<file path="src/rtl/sbs_pkg.sv">
package sbs_pkg;

   typedef enum logic {
      ORD_LINEAR     = 1'b0,
      ORD_INTERLEAVE = 1'b1
   } burst_order_e;

   typedef struct packed {
      logic load;      // register a new external address
      logic desel;     // drop into the deselected state
      logic load_wr;   // the loaded access is a write
   } strobe_dec_t;

endpackage

</file>
<file path="src/rtl/sbs_strobe_arb.sv">
module sbs_strobe_arb
   import sbs_pkg::*;
#(
   parameter int LANES = 4
) (
   input  logic             proc_stb_n,
   input  logic             ctrl_stb_n,
   input  logic             cs_main_n,
   input  logic             cs_hi,
   input  logic             cs_lo_n,
   input  logic [LANES-1:0] byte_wr_n,
   output strobe_dec_t      dec
);

   logic proc_go;
   logic ctrl_go;
   logic sec_ok;
   logic any_lane;

   always_comb begin
      proc_go  = !proc_stb_n && !cs_main_n;
      ctrl_go  = !ctrl_stb_n && !proc_go;
      sec_ok   = cs_hi && !cs_lo_n;
      any_lane = !(&byte_wr_n);

      dec.load    = (proc_go || (ctrl_go && !cs_main_n)) && sec_ok;
      dec.desel   = (proc_go || ctrl_go) && !dec.load;
      dec.load_wr = !proc_go && any_lane;
   end

endmodule

</file>
<file path="src/rtl/sbs_burst_ctr.sv">
module sbs_burst_ctr
   import sbs_pkg::*;
#(
   parameter int CNT_W = 2
) (
   input  logic             clk,
   input  logic             rst_n,
   input  logic             clear,
   input  logic             step,
   input  burst_order_e     order,
   input  logic [CNT_W-1:0] base_lo,
   output logic [CNT_W-1:0] addr_lo
);

   logic [CNT_W-1:0] cnt_q;

   always_ff @(posedge clk or negedge rst_n) begin
      if (!rst_n)      cnt_q <= '0;
      else if (clear)  cnt_q <= '0;
      else if (step)   cnt_q <= cnt_q + 1'b1;
   end

   always_comb begin
      unique case (order)
         ORD_LINEAR:     addr_lo = base_lo + cnt_q;
         ORD_INTERLEAVE: addr_lo = base_lo ^ cnt_q;
         default:        addr_lo = base_lo;
      endcase
   end

endmodule

</file>
<file path="src/rtl/sbs_lane_mem.sv">
module sbs_lane_mem #(
   parameter int ADDR_W = 6,
   parameter int LANES  = 4,
   parameter int LANE_W = 8,
   localparam int DEPTH  = 1 << ADDR_W,
   localparam int DATA_W = LANES * LANE_W
) (
   input  logic              clk,
   input  logic [LANES-1:0]  wr_lane,
   input  logic [ADDR_W-1:0] addr,
   input  logic [DATA_W-1:0] wdata,
   output logic [DATA_W-1:0] rdata
);

   for (genvar g = 0; g < LANES; g++) begin : g_lane
      logic [LANE_W-1:0] store [DEPTH];

      always_ff @(posedge clk) begin
         if (wr_lane[g]) store[addr] <= wdata[g*LANE_W +: LANE_W];
      end

      assign rdata[g*LANE_W +: LANE_W] = store[addr];
   end

endmodule

</file>
<file path="src/rtl/sync_burst_sram.sv">
module sync_burst_sram
   import sbs_pkg::*;
#(
   parameter int ADDR_W = 6,
   parameter int LANES  = 4,
   parameter int LANE_W = 8,
   parameter int CNT_W  = 2,
   localparam int DATA_W = LANES * LANE_W
) (
   input  logic              clk,
   input  logic              rst_n,
   input  logic              proc_stb_n,
   input  logic              ctrl_stb_n,
   input  logic              step_n,
   input  logic              order_sel,
   input  logic              cs_main_n,
   input  logic              cs_hi,
   input  logic              cs_lo_n,
   input  logic [ADDR_W-1:0] addr,
   input  logic [LANES-1:0]  byte_wr_n,
   input  logic [DATA_W-1:0] din,
   output logic [DATA_W-1:0] dout,
   output logic              dout_en
);

   if (CNT_W < 1) begin : g_bad_cnt
      $error("CNT_W must be at least 1");
   end
   if (ADDR_W <= CNT_W) begin : g_bad_addr
      $error("ADDR_W must exceed CNT_W");
   end
   if (LANES < 1 || LANE_W < 1) begin : g_bad_lane
      $error("LANES and LANE_W must be positive");
   end

   strobe_dec_t       dec;
   logic              active_q;
   logic              wr_q;
   logic [LANES-1:0]  lane_n_q;
   logic [ADDR_W-1:0] base_q;
   logic [CNT_W-1:0]  lo_addr;
   logic [ADDR_W-1:0] cur_addr;
   logic              ctr_step;
   logic [LANES-1:0]  wr_lane;
   logic [DATA_W-1:0] rd_word;

   sbs_strobe_arb #(.LANES(LANES)) i_arb (
      .proc_stb_n (proc_stb_n),
      .ctrl_stb_n (ctrl_stb_n),
      .cs_main_n  (cs_main_n),
      .cs_hi      (cs_hi),
      .cs_lo_n    (cs_lo_n),
      .byte_wr_n  (byte_wr_n),
      .dec        (dec)
   );

   always_ff @(posedge clk or negedge rst_n) begin
      if (!rst_n) begin
         active_q <= 1'b0;
         wr_q     <= 1'b0;
         lane_n_q <= '1;
         base_q   <= '0;
      end else if (dec.load) begin
         active_q <= 1'b1;
         wr_q     <= dec.load_wr;
         lane_n_q <= byte_wr_n;
         base_q   <= addr;
      end else if (dec.desel) begin
         active_q <= 1'b0;
         wr_q     <= 1'b0;
         lane_n_q <= '1;
      end else if (active_q) begin
         wr_q     <= !(&byte_wr_n);
         lane_n_q <= byte_wr_n;
      end
   end

   assign ctr_step = active_q && !step_n && !dec.load && !dec.desel;

   sbs_burst_ctr #(.CNT_W(CNT_W)) i_ctr (
      .clk     (clk),
      .rst_n   (rst_n),
      .clear   (dec.load),
      .step    (ctr_step),
      .order   (burst_order_e'(order_sel)),
      .base_lo (base_q[CNT_W-1:0]),
      .addr_lo (lo_addr)
   );

   assign cur_addr = {base_q[ADDR_W-1:CNT_W], lo_addr};
   assign wr_lane  = (active_q && wr_q) ? ~lane_n_q : '0;

   sbs_lane_mem #(.ADDR_W(ADDR_W), .LANES(LANES), .LANE_W(LANE_W)) i_mem (
      .clk     (clk),
      .wr_lane (wr_lane),
      .addr    (cur_addr),
      .wdata   (din),
      .rdata   (rd_word)
   );

   assign dout_en = active_q && !wr_q;
   assign dout    = rd_word;

endmodule

</file>
<file path="config.mk">
export PLATFORM = sky130hd
export DESIGN_NAME = sync_burst_sram
export DESIGN_NICKNAME = d
export VERILOG_FILES = /design/src/rtl/sbs_pkg.sv /design/src/rtl/sbs_strobe_arb.sv /design/src/rtl/sbs_burst_ctr.sv /design/src/rtl/sbs_lane_mem.sv /design/src/rtl/sync_burst_sram.sv
export SDC_FILE = /design/constraint.sdc
export NUM_CORES = 2
export LEC_CHECK = 0
export BUFFER_PORTS_ARGS = -buffer_cell sky130_fd_sc_hd__buf_2
export CAP_MARGIN = 30
export CORE_MARGIN = 8
export CORE_UTILIZATION = 30
export DETAILED_ROUTE_END_ITERATION = 10
export PLACE_DENSITY = 0.45
export REMOVE_ABC_BUFFERS = 1
export SYNTH_ARGS = -nofsm -noshare
export SYNTH_HDL_FRONTEND = slang
export SYNTH_SLANG_ARGS = --single-unit
</file>
<file path="constraint.sdc">
create_clock -name clk -period 6.8 [get_ports clk]
set_clock_uncertainty 0.1 [all_clocks]
set_input_delay 0.68 -clock clk [delete_from_list [all_inputs] [get_ports clk]]
set_output_delay 0.68 -clock clk [all_outputs]
set_load 0.05 [all_outputs]
</file>
; ---- Yosys cells after proc, flatten, opt, wreduce, memory -nomap -nowiden
; Memories as Yosys holds them, arrays and structs flattened.
; Index checks and enable logic that the tools add are counted.
[op_classes]
n_addsub = 2
mux = 20
div_mod_pow = 0
n_shift = 0
mul = 0
n_reduce_logical = 28
bitwise_logic = 3
eq_ne = 0
magnitude_cmp = 0
[op_table]
columns = cell, n
row1 = $mux W4, 4
row2 = $mux W1, 13
row3 = $logic_and A1 B1 Y1, 12
row4 = $logic_not A1 Y1, 10
row5 = $mux W2, 2
row6 = $not A4 Y4, 1
row7 = $pmux W2 S2, 1
row8 = $reduce_and A4 Y1, 1
row9 = $reduce_bool A2 Y1, 2
row10 = $reduce_bool A3 Y1, 1
row11 = $add A2 B1 Y2 const B, 1
row12 = $add A2 B2 Y2, 1
row13 = $logic_or A1 B1 Y1, 2
row14 = $xor A2 B2 Y2, 1
row15 = $not A1 Y1, 1
[totals]
mem_bits_rw = 2048
out_inout_bits = 33
ff_bits = 14
wordCells = 62
latchBits = 0
memories = 4
inputBits = 51
romBits = 0
[mem_list]
columns = name, depth, width, read_ports, rd_clocked_by_memory_dff, write_ports, line
row1 = i_mem.g_lane[0].store, 64, 8, 1, 0, 1, sbs_lane_mem.sv:16  ; logic [LANE_W-1:0] store [DEPTH];
row2 = i_mem.g_lane[1].store, 64, 8, 1, 0, 1, sbs_lane_mem.sv:16
row3 = i_mem.g_lane[2].store, 64, 8, 1, 0, 1, sbs_lane_mem.sv:16
row4 = i_mem.g_lane[3].store, 64, 8, 1, 0, 1, sbs_lane_mem.sv:16

; ---- Depth between registers and ports, before layout
[logic_depth]
depth_word = 13
depth_mapped = 12
mapped_depth_nobuf = 7

; ---- By module
; Synthesis repeated with hierarchy kept, for this count alone.
[hier_totals]
cells_unflattened = 4563
hier_area_um2 = 79182.2
[by_module_without_submodules]
columns = module, instances, area_each_um2, cells_each, seq_area_each_um2
row1 = sbs_lane_mem, 1, 78437.7, 4495, 61499.0
row2 = sync_burst_sram, 1, 574.3, 51, 305.3
row3 = sbs_burst_ctr, 1, 125.1, 11, 50.0
row4 = sbs_strobe_arb, 1, 45.0, 6, 0.0

; ---- Least setup slack after synthesis
; OpenSTA, ideal clock, no wires.
[synth_path]
path_kind = register to output
start = register i_ctr.cnt_q[0]
end = output port dout[23]
arrival_time_ns = 3.611
n_path_buf = 5
path_stages_with_launch = 11
slack_ns = 2.409
required_time_ns = 6.020
path_cell_list = dfrtp_1 ha_1 buf_2 buf_2 buf_2 buf_2 buf_2 mux4_2 a22o_1 a2111oi_0 nand4_1
[synth_via]
elab_chain_len = 3
elab_cells_between_ends = 4
[synth_lines]
columns = item, line
row1 = from (decl), sbs_burst_ctr.sv:15  ; logic [CNT_W-1:0] cnt_q;
row2 = from (signal assigned), sbs_burst_ctr.sv:20  ; else if (step) cnt_q <= cnt_q + 1'b1;
row3 = $add A2 B2 Y2 / $xor A2 B2 Y2 (equally long branches), "sbs_burst_ctr.sv:25, sbs_burst_ctr.sv:26"
row4 = $pmux W2 S2 *, sbs_burst_ctr.sv:24  ; unique case (order)
row5 = $mem_v2 Z64 W8 *, -
row6 = to (decl), sync_burst_sram.sv:22  ; output logic [DATA_W-1:0] dout,
; Mark *: on every way between the ends. The rest lies on a longest branch, timed or not.

; ---- Final worst setup path
[layout_path]
start = register i_ctr.cnt_q[0]
end = output port dout[7]
; Same word-level chain as after synthesis.

==> out/results.txt <==
Die area - 0.292 mm²
Crit-path cells - ha_4 -> nor2b_4 -> xnor2_2 -> buf_12 -> buf_12 -> buf_4 -> mux4_2 -> a22oi_1 -> nand4b_1 -> or4_1 -> buf_2
Initial Utilization - 30.2%
Number of enable flip-flop cells after synthesis - 2048
Design Power - 32.5 mW
Slew headroom - 26.3%
ANT nets after route - 0
Die Ht - 541 µm
RSZ-0062 raised after global routing - false
Worst Tran Pin Value - 1.11 ns
Number of vias per cell - 5.39
Tcrit/Tclk final - 91.5%
Register area - 0.0619 mm²
Synth-to-Final Area Change - 15.4%
Worst Hold Depth - 3
Lkg Pwr - 29.0 nW
Total gr overflow - 0
Cell Area, Synth - 0.0826 mm²
Worst Hold Launch - addr[2]
Async S/R FF share, synth - 0.679%
Power share of the combinational group - 21.4%
WL per Instance - 30.6 µm
CTS Root Cell - clkbuf_16
Commonest non-fill, non-tap cell in the layout - edfxtp_1
Area of placed instances - 0.0883 mm²
GRT Max-Usage Layer - met2
GPL Wtd Cong - 0.782
Pint - 23.0 mW
Worst-case hold path end point - base_q[2]
HP Class - input port to flip-flop
Ys Warns - 0
PwrDens - 341 mW/mm²
Power share of the sequential group - 43.1%
TritonCTS Sinks - 2062
GR Layer Usage met3 - 2.60%
R2r startpoint - i_ctr.cnt_q[0]
Flops & latches, synth - 2062
Vias in the first global route - 45.9k
All-layer global routing usage - 17.3%
Commonest non-fill, non-tap cells in the layout - edfxtp_1, nand2_1, mux4_2
DRT iter0 DRCs - 4726
CP dominant cell by count - buf_12
Worst ir drop on vdd - 0.239 mV
Clock Path Buffers - 3
Worst Path Required - 6.02 ns
Endpoints failing setup - 0
WL final - 262000 µm
Post-CTS resize count - 0
Pins Over Slew Limit - 0
Cell Rows - 192
Footprint of the multi-input gates - 0.0197 mm²
Sw power - 9.59 mW
Post-route cell area - 0.0954 mm²
Synthesized instance count - 4607
FF-to-FF setup slack - 2.07 ns
Core footprint - 0.274 mm²
Reg2Reg Depth - 8
Net switching fraction of the power - 29.5%
Worst setup SP type - flip-flop
Htree depth - 4
Sequential fraction of the synthesis area - 74.9%
Fmax - 0.161 GHz
CP max stage cell - or4_1
Initial DRT Pass Iterations - 9
Max-cap viol count - 0
DRC viols - 0
Ys flop type - edfxtp_1
Filler instances - 25.7k
DP Wirelength - 159000 µm
Die width - 541 µm
Initial antenna violation count - 21
Bufs and invs on worst path - 4
Met2 Use GR - 27.6%
Nets - 4838
Num CTS Buffers - 214
Worst skew pair latency - 0.88 ns
First-pass GRT wire length - 367000 µm
WS Path Type - flip-flop to output pin
RR Endpoint - i_mem.g_lane[2].store[16][4]
# IOs - 84
Largest net degree at the start of global routing - 150
Crit. End Element - output pin
Setup TNS - 0 ns
Clk network pwr share - 35.5%
Syn Area/Cell - 17.9 µm²
Post-layout util - 34.8%
CTS tree - built
Tmin final - 6.22 ns
Yosys cell types - 52
Worst-path clk slew - 0.06 ns
Final hold violation count - 0
Max Fanout on Critical Path - 41
WP depth - 11
Layout cells sized above 1 - 20.4%
Status - complete, no violations
Final hold slack - 0.0805 ns
Max incr delay on CP - 0.72 ns
Vias - 46.2k
Met1 Resource Use GR - 24.2%
Port Buffer Count - 83
CP arrival - 5.44 ns
Cell family with most CP delay - simple AND/OR/NAND/NOR gates
==> worst max path at each step <==
stage                         from                           end
floorplan                order_sel  i_mem.g_lane[0].store[15][0]
global placement         order_sel                       dout[7]
detailed placement       order_sel                       dout[7]
CTS                 i_ctr.cnt_q[0]                      dout[16]
global route        i_ctr.cnt_q[0]                      dout[23]
finish              i_ctr.cnt_q[0]                       dout[7]
==> layout make-up <==
cell class / count / area share [%]
diodes: 7 / 0.0184
clock buffers: 274 / 5.97
flip-flops and latches: 2062 / 64.9
clock inverters: 124 / 1.19
multi-input cells: 2205 / 20.6
well taps: 3589 / 4.71
repair buffers: 301 / 2.60
inverters: 2 / 0.0105
==> power groups by stage <==
stage               combinational (mW)  clock, mW  sequential [mW]
CTS                               7.07       11.8             14.0
global route                      7.32       12.2             14.0
global placement                  7.03          0             14.3
floorplan                         5.79          0             14.3
detailed placement                7.05          0             14.3
finish                            6.96       11.5             14.0
==> sequential cells by signal, summed over array words and instances (netlist names) <==
name and cells:
active_q 1, base_q 6, i_ctr.cnt_q 2, i_mem.g_lane.store 2048
lane_n_q 4, wr_q 1
==> repair_timing <==
item	in CTS	in global routing
setup buffers	0	0
endpoints found under the hold margin	23	0
hold buffers	11	0
==> layer usage <==
layer | up-vias | share of wire, % | routed length (µm)
met4 | 4 | 3.7 | 9780
met1 | 24600 | 44 | 115000
met3 | 382 | 5.8 | 15200
li1 | 19400 | - | -
met5 | - | 0.010 | 27
met2 | 1723 | 47 | 122000
==> kinds of logic after synthesis <==
logic type,after synthesis,share of synthesized area [%]
flops,2062,74.9
fa+ha+maj,1,0.0151
simple gates,1034,5.44
compound gates,694,6.62
buf+inv,340,1.60
xor+xnor,5,0.0712
mux,471,11.4
==> synthesized netlist by cell type, drive strengths merged, types with 2 or more instances <==
cell | instances | area share, %
edfxtp | 2048 | 74
nand2 | 395 | 1.8
mux4 | 374 | 10
nor2 | 352 | 1.6
clkbuf | 241 | 1.1
o221ai | 223 | 2.4
nor3 | 155 | 0.94
buf | 97 | 0.49
mux2i | 94 | 1.1
a21oi | 89 | 0.54
a311o | 87 | 1.1
or4 | 60 | 0.55
o22ai | 43 | 0.33
a22oi | 36 | 0.33
nand3 | 32 | 0.19
o211ai | 31 | 0.28
o22a | 31 | 0.33
a211oi | 30 | 0.27
a22o | 30 | 0.32
a31oi | 30 | 0.23
o31ai | 29 | 0.26
and3b | 14 | 0.15
o21a | 13 | 0.12
a311oi | 10 | 0.11
dfrtp | 10 | 0.30
o21ai | 8 | 0.048
nor4 | 5 | 0.038
dfstp | 4 | 0.13
mux2 | 3 | 0.041
nand3b | 3 | 0.027
or3b | 3 | 0.032
xnor2 | 3 | 0.041
a2111o | 2 | 0.027
and2 | 2 | 0.015
and3 | 2 | 0.015
inv | 2 | 0.0091
nand2b | 2 | 0.015
nand4 | 2 | 0.015
nor2b | 2 | 0.015
nor3b | 2 | 0.018
xor2 | 2 | 0.030
==> tightest hold or removal path, delay by kind of cell <==
kind            cells  cell delay [ns]
simple gates        1             0.08
compound gates      1             0.07
buf+inv             1             0.19
==> through the flow <==
| step | setup slack (ns) | std cells |
|---|---|---|
| finish | 0.579 | 8564 |
| global route | 0.399 | 8558 |
| CTS | 0.556 | 8546 |
| detailed placement | 1.09 | 8137 |
| global placement | 1.13 | 8092 |
| floorplan | -51.60 | 4269 |
(Power assumes the default switching activity.)
